--- config.mk ---
export PLATFORM = sky130hd
export DESIGN_NAME = kpad_scan_top
export DESIGN_NICKNAME = d
export VERILOG_FILES = /design/src/rtl/kpad_pkg.sv /design/src/rtl/kpad_sync.sv /design/src/rtl/kpad_quiet_timer.sv /design/src/rtl/kpad_buf_ptr.sv /design/src/rtl/kpad_scanner.sv /design/src/rtl/kpad_scan_top.sv
export SDC_FILE = /design/constraint.sdc
export NUM_CORES = 1
export LEC_CHECK = 0
export ABC_AREA = 1
export BUFFER_PORTS_ARGS = -buffer_cell sky130_fd_sc_hd__buf_2
export CAP_MARGIN = 30
export CORE_MARGIN = 5
export CORE_UTILIZATION = 42
export DETAILED_ROUTE_END_ITERATION = 10
export PLACE_DENSITY_LB_ADDON = 0.1
export SKIP_LAST_GASP = 1
export SLEW_MARGIN = 10
export SYNTH_ARGS = -nofsm -noshare
export SYNTH_HDL_FRONTEND = slang
export SYNTH_SLANG_ARGS = --single-unit
--- constraint.sdc ---
create_clock -name clk -period 2.1 [get_ports clk]
set_clock_uncertainty 0.15 [all_clocks]
set_input_delay 0.525 -clock clk [delete_from_list [all_inputs] [get_ports clk]]
set_output_delay 0.525 -clock clk [all_outputs]
set_load 0.03 [all_outputs]
--- src/rtl/kpad_pkg.sv ---
package kpad_pkg;
  localparam int LINES  = 4;
  localparam int CODE_W = 2 * LINES;
  localparam int DWELL  = 4;

  typedef enum logic [2:0] {
    ST_WAIT  = 3'd0,
    ST_SCAN  = 3'd1,
    ST_PUSH  = 3'd2,
    ST_QUIET = 3'd3,
    ST_STOP  = 3'd4
  } kp_state_t;
endpackage

--- src/rtl/kpad_sync.sv ---
module kpad_sync #(
  parameter int W = 4,
  parameter int STAGES = 2
) (
  input  logic         clk,
  input  logic         rst_n,
  input  logic [W-1:0] d_async,
  output logic [W-1:0] d_sync
);
  logic [W-1:0] chain [STAGES];

  always_ff @(posedge clk or negedge rst_n) begin
    if (!rst_n) chain[0] <= '1;
    else        chain[0] <= d_async;
  end

  for (genvar s = 1; s < STAGES; s++) begin : g_stage
    always_ff @(posedge clk or negedge rst_n) begin
      if (!rst_n) chain[s] <= '1;
      else        chain[s] <= chain[s-1];
    end
  end

  assign d_sync = chain[STAGES-1];
endmodule

--- src/rtl/kpad_quiet_timer.sv ---
module kpad_quiet_timer #(
  parameter int SETTLE_CYCLES = 5_000_000
) (
  input  logic clk,
  input  logic rst_n,
  input  logic run,
  input  logic idle,
  output logic expired
);
  localparam int CW = $clog2(SETTLE_CYCLES + 1);
  localparam logic [CW-1:0] LAST = CW'(SETTLE_CYCLES - 1);

  logic [CW-1:0] cnt;

  always_ff @(posedge clk or negedge rst_n) begin
    if (!rst_n)                cnt <= '0;
    else if (!run || !idle)    cnt <= '0;
    else if (cnt != LAST)      cnt <= cnt + 1'b1;
  end

  assign expired = run && idle && (cnt == LAST);
endmodule

--- src/rtl/kpad_buf_ptr.sv ---
module kpad_buf_ptr
  import kpad_pkg::*;
#(
  parameter int ADDR_W = 8,
  parameter int BUF_BASE = 'h50,
  parameter int BUF_LEN = 16,
  parameter logic [CODE_W-1:0] ENTER_CODE = 8'h77
) (
  input  logic              clk,
  input  logic              rst_n,
  input  logic              rearm,
  input  logic              fire,
  input  logic [CODE_W-1:0] code,
  output logic [ADDR_W-1:0] addr,
  output logic              stop_now,
  output logic              done,
  output logic              done_by_enter
);
  localparam logic [ADDR_W-1:0] BASE_A = ADDR_W'(BUF_BASE);
  localparam logic [ADDR_W-1:0] LAST_A = ADDR_W'(BUF_BASE + BUF_LEN - 1);

  logic is_enter;
  assign is_enter = (code == ENTER_CODE);
  assign stop_now = is_enter || (addr == LAST_A);

  always_ff @(posedge clk or negedge rst_n) begin
    if (!rst_n) begin
      addr          <= BASE_A;
      done          <= 1'b0;
      done_by_enter <= 1'b0;
    end else if (rearm) begin
      addr          <= BASE_A;
      done          <= 1'b0;
      done_by_enter <= 1'b0;
    end else if (fire) begin
      if (stop_now) begin
        done          <= 1'b1;
        done_by_enter <= is_enter;
      end else begin
        addr <= addr + 1'b1;
      end
    end
  end

  assert_addr_range_R4: assert property (@(posedge clk) disable iff (!rst_n)
    fire |-> (addr >= BASE_A && addr <= LAST_A));
  assert_enter_implies_done_R7: assert property (@(posedge clk) disable iff (!rst_n)
    done_by_enter |-> done);
  assert_no_fire_when_done_R8: assert property (@(posedge clk) disable iff (!rst_n)
    done |-> !fire);
endmodule

--- src/rtl/kpad_scanner.sv ---
module kpad_scanner
  import kpad_pkg::*;
(
  input  logic              clk,
  input  logic              rst_n,
  input  logic [LINES-1:0]  rows_s,
  input  logic              rearm,
  input  logic              quiet_done,
  input  logic              stop_now,
  input  logic              wr_ready,
  output logic [LINES-1:0]  col_n,
  output logic              wr_valid,
  output logic [CODE_W-1:0] code,
  output logic              quiet_run,
  output logic              fire
);
  localparam int IW = $clog2(LINES);
  localparam int DW = $clog2(DWELL);
  localparam logic [DW-1:0] DLAST = DW'(DWELL - 1);

  kp_state_t      st;
  logic [IW-1:0]  col_idx;
  logic [DW-1:0]  dwell;
  logic           rows_idle;

  assign rows_idle = &rows_s;

  always_comb begin
    unique case (st)
      ST_SCAN: col_n = ~(LINES'(1) << col_idx);
      ST_STOP: col_n = '1;
      default: col_n = '0;
    endcase
  end

  assign wr_valid  = (st == ST_PUSH);
  assign fire      = wr_valid && wr_ready && !rearm;
  assign quiet_run = (st == ST_QUIET);

  always_ff @(posedge clk or negedge rst_n) begin
    if (!rst_n) begin
      st      <= ST_WAIT;
      col_idx <= '0;
      dwell   <= '0;
      code    <= '0;
    end else if (rearm) begin
      st <= ST_QUIET;
    end else begin
      unique case (st)
        ST_WAIT: begin
          if (!rows_idle) begin
            st      <= ST_SCAN;
            col_idx <= '0;
            dwell   <= '0;
          end
        end
        ST_SCAN: begin
          if (dwell == DLAST) begin
            dwell <= '0;
            if (!rows_idle) begin
              code <= {rows_s, col_n};
              st   <= ST_PUSH;
            end else begin
              col_idx <= col_idx + 1'b1;
            end
          end else begin
            dwell <= dwell + 1'b1;
          end
        end
        ST_PUSH: begin
          if (wr_ready) st <= stop_now ? ST_STOP : ST_QUIET;
        end
        ST_QUIET: begin
          if (quiet_done) st <= ST_WAIT;
        end
        default: st <= ST_STOP;
      endcase
    end
  end

  assert_one_col_R2: assert property (@(posedge clk) disable iff (!rst_n)
    (st == ST_SCAN) |-> ($countones(col_n) == LINES - 1));
  assert_hold_until_ready_R5: assert property (@(posedge clk) disable iff (!rst_n)
    (wr_valid && !wr_ready && !rearm) |=> (wr_valid && $stable(code)));
  assert_quiet_restart_R6: assert property (@(posedge clk) disable iff (!rst_n)
    (st == ST_QUIET && !rows_idle && !rearm) |=> (st == ST_QUIET));
  assert_rearm_drops_R9: assert property (@(posedge clk) disable iff (!rst_n)
    rearm |=> !wr_valid);
endmodule

--- src/rtl/kpad_scan_top.sv ---
module kpad_scan_top
  import kpad_pkg::*;
#(
  parameter int SETTLE_CYCLES = 5_000_000,
  parameter int BUF_BASE = 'h50,
  parameter int BUF_LEN = 16,
  parameter logic [7:0] ENTER_CODE = 8'h77
) (
  input  logic       clk,
  input  logic       rst_n,
  input  logic [3:0] row_n,
  input  logic       rearm,
  output logic [3:0] col_n,
  output logic       wr_valid,
  input  logic       wr_ready,
  output logic [7:0] wr_addr,
  output logic [7:0] wr_data,
  output logic       done,
  output logic       done_by_enter
);
  logic [LINES-1:0] rows_s;
  logic quiet_run, quiet_done, stop_now, fire;

  kpad_sync #(.W(LINES), .STAGES(2)) u_sync (
    .clk(clk), .rst_n(rst_n), .d_async(row_n), .d_sync(rows_s)
  );

  kpad_quiet_timer #(.SETTLE_CYCLES(SETTLE_CYCLES)) u_quiet (
    .clk(clk), .rst_n(rst_n), .run(quiet_run), .idle(&rows_s), .expired(quiet_done)
  );

  kpad_scanner u_scan (
    .clk(clk), .rst_n(rst_n), .rows_s(rows_s), .rearm(rearm),
    .quiet_done(quiet_done), .stop_now(stop_now), .wr_ready(wr_ready),
    .col_n(col_n), .wr_valid(wr_valid), .code(wr_data),
    .quiet_run(quiet_run), .fire(fire)
  );

  kpad_buf_ptr #(
    .ADDR_W(8), .BUF_BASE(BUF_BASE), .BUF_LEN(BUF_LEN), .ENTER_CODE(ENTER_CODE)
  ) u_ptr (
    .clk(clk), .rst_n(rst_n), .rearm(rearm), .fire(fire), .code(wr_data),
    .addr(wr_addr), .stop_now(stop_now), .done(done), .done_by_enter(done_by_enter)
  );

  assert_silent_when_done_R7: assert property (@(posedge clk) disable iff (!rst_n)
    (done && !rearm) |=> !wr_valid);
  assert_stopped_cols_R7: assert property (@(posedge clk) disable iff (!rst_n)
    ($rose(done) && !rearm) |-> (col_n == 4'b1111));
endmodule

# == Yosys cells after proc, flatten, opt, wreduce, memory -nomap -nowiden ==
# Index checks and enable logic that the tools add are counted.
# W data, S select, Z words.
# totals
regBits,56
latchBits,0
mem_bits_rw,0
mem_bits_ro,0
input_bits,8
wordCells,83
memories,0
# op_classes
add_sub_neg,4
mul,0
n_div,0
magnitude_cmp,0
eq_ne,18
n_shift,1
mux,26
bitwise,3
n_reduce_logical,21
# ops
operator,count
$mux W23,2
$mux W8,3
$add A23 B1 Y23 const B,1
$eq A23 B23 Y1 const B,1
$ne A23 B23 Y1 const B,1
$mux W3,7
$eq A8 B7 Y1 const B,2
$ne A3 B3 Y1 const B,4
$pmux W3 S4,1
$reduce_and A5 Y1,2
$add A8 B1 Y8 const B,1
$mux W2,4
$pmux W2 S2,2
$pmux W4 S2,1
$reduce_and A4 Y1,2
$reduce_bool A2 Y1,4
$eq A3 B2 Y1 const B,2
$mux W1,6
$ne A2 B2 Y1 const B,3
$add A2 B1 Y2 const B,2
$logic_and A1 B1 Y1,4
$not A4 Y4,1
$reduce_and A2 Y1,2
$shl A1 B2 Y4 const A,1
other kinds (10),14

# == Longest topological paths before layout ==
# logic_depth
ltp_word,6
mapped_depth,12

# == Hierarchy ==
# A second synthesis with hierarchy kept.
# unflattened
cells_unflattened,448
hier_area_um2,3319.4
# modules_own_cells
module,instances,cells_each,area_each_um2,seq_area_each_um2
kpad_quiet_timer,1,222,1506.4,575.6
kpad_scanner,1,117,898.4,375.4
kpad_buf_ptr,1,94,663.1,252.7
kpad_sync,1,12,240.2,210.2
kpad_scan_top,1,3,11.3,0.0

# == Worst setup path after synthesis ==
# OpenSTA, ideal clock, no wires.
# synth_timing
path_type,flip-flop to output port
start,register u_scan.st[2]
end,output port col_n[0]
t_arrival_ns,1.451
path_slack_ns,-0.026
stages_incl_launch_ff,4
cell_sequence,dfrtp_1 > inv_1 > nand3_4 > o21ai_0
# synth_between
elab_chain_cells,2
word_cells_on_any_way,3
# synth_rtl
item,line,source
from (decl),kpad_scanner.sv:21,kp_state_t st;
from (signal assigned),kpad_scanner.sv:71,if (wr_ready) st <= stop_now ? ST_STOP : ST_QUIET;
$eq A3 B3 Y1 / $eq A3 B1 Y1 (equally long branches),kpad_scanner.sv:29,unique case (st)
$pmux W4 S2 *,kpad_scanner.sv:29,
to (decl),kpad_scan_top.sv:13,"output logic [3:0] col_n,"
# Every way passes the cells marked *; elsewhere a longest branch is shown, timed or not.

# == Worst setup path in the final report ==
# layout_timing
start,register u_scan.col_idx[0]
end,output port col_n[0]
# layout_between
elab_chain_cells,3
# layout_rtl
item,line,source
from (decl),kpad_scanner.sv:22,logic [IW-1:0] col_idx;
from (signal assigned),kpad_scanner.sv:64,col_idx <= col_idx + 1'b1;
$shl A1 B2 Y4,kpad_scanner.sv:30,ST_SCAN: col_n = ~(LINES'(1) << col_idx);
$not A4 Y4,kpad_scanner.sv:30,
$pmux W4 S2,kpad_scanner.sv:29,
# No other way between the ends.

==> flow_metrics.env <==
export IMPL_layout_commonest_cell="nand2_1"
export IMPL_crit_fanout=4
export IMPL_slowest_stage="dfrtp_1"
export IMPL_cp_end_kind="output pin"
export IMPL_p_sw_share_pct=38.0
export IMPL_io_buffers=30
export IMPL_synth_enable_flop_cells=0
export IMPL_syn_area_um2=2960
export IMPL_dr_pass1_iters=4
export IMPL_postRouteAntennaNets=0
export IMPL_vias=2405
export IMPL_final_nets=409
export IMPL_grt_max_degree=57
export IMPL_yosysSeqAreaShare_pct=47.8
export IMPL_grt_pass1_wl_um=10200
export IMPL_hold_buffers=0
export IMPL_pwr_share_comb_pct=31.7
export IMPL_max_stage_delay_ns=0.40
export IMPL_coreArea_um2=6830
export IMPL_critical_path_class="reg2out"
export IMPL_syn_to_final_growth_pct=14.8
export IMPL_slew_headroom_pct=75.8
export IMPL_ctsRootBufferMaster="clkbuf_8"
export IMPL_period_needed_ns=2.04
export IMPL_cap_viol_max_count=0
export IMPL_reg2reg_slack_ns=0.30
export IMPL_initial_core_util_pct=43.3
export IMPL_outcome="completed"
export IMPL_vias_per_cell=4.90
export IMPL_grt_pass1_vias=2276
export IMPL_p_leak_nw=1.63
export IMPL_async_flop_share_pct=100
export IMPL_cp_required_ns=1.42
export IMPL_start_kind="flop"
export IMPL_hold_path_class="in2async"
export IMPL_layout_common_cells="76 x nand2_1, 44 x dfrtp_1, 43 x inv_1, 28 x nor2_1, 26 x buf_2"
export IMPL_synthFlopType="dfrtp_1"
export IMPL_grt_ovfl_total=0
export IMPL_crit_path_cell_trace="inv_1, ha_1, o21ai_2, buf_6"
export IMPL_setup_tns_final_ns=0
export IMPL_hpwl_um=4400
export IMPL_die_x_um=94.0
export IMPL_fin_util_pct=49.7
export IMPL_hold_violations=0
export IMPL_cts_tree="done"
export IMPL_num_antenna_cells=0
export IMPL_ys_warn_count=0
export IMPL_grt_total_usage_pct=14.3
export IMPL_peakVddDrop_mv=0.277
export IMPL_p_per_area_nw_per_um2=834
export IMPL_syn_num_nets=368
export IMPL_core_rowCount=30
export IMPL_drive_above_1_share_pct=26.6
export IMPL_wire_per_inst_um=12.0
export IMPL_p_sw_mw=1.08
export IMPL_intPower_mw=1.76
export IMPL_cts_buffers=5
export IMPL_max_freq_mhz=491
export IMPL_detail_route_wirelength_um=5900
export IMPL_gp_congestion=0.832
export IMPL_clk_latency_ns=0.31
export IMPL_cp_arrival_ns=1.36
export IMPL_die_h_um=94.0
export IMPL_p_seq_share_pct=45.9
export IMPL_first_iter_violations=52
export IMPL_slew_violations=0
export IMPL_cts_sinks=56
export IMPL_syn_area_per_cell_um2=8.39
export IMPL_antenna_found_initial=0
export IMPL_cts_max_level=2
export IMPL_clockBufferDepth=2
export IMPL_clkPwrFrac_pct=22.4
export IMPL_die_area_um2=8830
export IMPL_setup_viol=0
export IMPL_syn_inst=353
export IMPL_drc_errors=0
export IMPL_yosysUniqueCellTypes=37
export IMPL_path_clk_slew_ns=0.11
export IMPL_synth_seq_cells=56
export IMPL_min_period_over_period_pct=97.1
export IMPL_max_slew_worst_pin_slew_ns=0.362
export IMPL_io_pins=31
[worst paths after layout]
check / to / start / cells after the start
worst max-delay path: col_n[0] / u_scan.col_idx[0] / 4
worst min-delay path: u_scan.code[3] / rst_n / 2
worst max register to register: u_quiet.cnt[18] / u_quiet.cnt[0] / 10
worst min register to register: u_sync.d_sync[0] / u_sync.chain[4] / 0
max in group asynchronous: u_sync.chain[5] / rst_n / 2
min in group clk: u_sync.chain[4] / row_n[0] / 1
[sequential cells by signal, summed over array words and instances, names as in the netlist]
register,cells
u_sync.d_sync,4
u_scan.code,8
u_quiet.cnt,23
u_scan.dwell,2
u_ptr.done,1
u_ptr.done_by_enter,1
u_scan.st,3
u_ptr.addr,8
u_scan.col_idx,2
u_sync.chain,4
[worst max-delay path: cells and delay by family, from the launching register on]
kind,cells,cell delay (ns)
buffers and inverters,2,0.25
DFF,1,0.40
adders and majority gates,1,0.22
AOI/OAI and AO/OA,1,0.18
[per-stage QoR]
step	hold WS (ns)	cell area, µm²	power, mW	std cells	setup WS (ns)
3_5_place_dp	0.197	3240	2.14	480	0.176
4_1_cts	0.0465	3350	2.81	488	-0.0198
5_1_grt	0.0487	3400	3.01	491	-0.0107
2_1_floorplan	0.0794	2960	1.90	353	-0.0258
3_3_place_gp	0.196	3240	2.13	480	0.254
6_report	0.0261	3400	2.83	491	0.0617
[Yosys cell counts, types with 3 or more instances]
library cell | instances | share of area [%]
nor2_2 | 5 | 1.1
o21ai_0 | 20 | 3.4
nand4_1 | 8 | 1.7
nor2_4 | 5 | 1.9
inv_1 | 44 | 5.6
dfrtp_1 | 46 | 39
nand3_2 | 3 | 1.0
nand2_1 | 76 | 9.6
ha_1 | 7 | 3.0
inv_2 | 4 | 0.51
a21oi_1 | 24 | 4.1
o21ai_1 | 5 | 0.85
nand2_2 | 12 | 2.5
dfstp_2 | 10 | 8.9
nor2_1 | 28 | 3.6
nor3_1 | 5 | 0.85
nand3_1 | 23 | 3.9
[final cells by class]
type,count,area [µm²]
inverter,50,191
clock buffer,5,68.8
clock inverter,3,27.5
fill,699,3430
tap,96,120
timing repair buffer,37,229
sequential,56,1420
multi-input combinational,244,1340
[routing by layer]
layer	part of all wire [%]	routed length (µm)	vias up	track usage (%)
li1	-	-	1229	-
met1	46	2740	1129	18.2
met2	48	2830	39	24.5
met3	4.0	239	8	2.88
met4	1.6	92	0	4.21
met5	0	0	-	0
[logic make-up (layout without fill, tap and decap cells)]
logic type / count (synthesis) / count (layout) / synth area share [%]
flops: 56 / 56 / 47.8
xor+xnor: 2 / 2 / 0.592
fa+ha+maj: 7 / 7 / 2.96
compound gates: 61 / 61 / 11.7
buf+inv: 53 / 95 / 7.52
simple gates: 174 / 174 / 29.5
[power by group through the flow]
stage / Combinational (mW) / Sequential [mW] / Clock (mW)
global route: 0.992 / 1.32 / 0.696
floorplan: 0.487 / 1.41 / 0
CTS: 0.849 / 1.30 / 0.658
finish: 0.899 / 1.30 / 0.635
global placement: 0.811 / 1.32 / 0
detailed placement: 0.823 / 1.32 / 0
[timing repair]
| action | in CTS | in global routing |
|---|---|---|
| hold endpoints to repair | 0 | 0 |
| pin swaps | 0 | 1 |
| gates resized for setup | 9 | 8 |
| endpoints found under the setup margin | 4 | 5 |
| cloned | 0 | 0 |
| setup buffers | 0 | 3 |
Power figures use the tool's default switching activity.
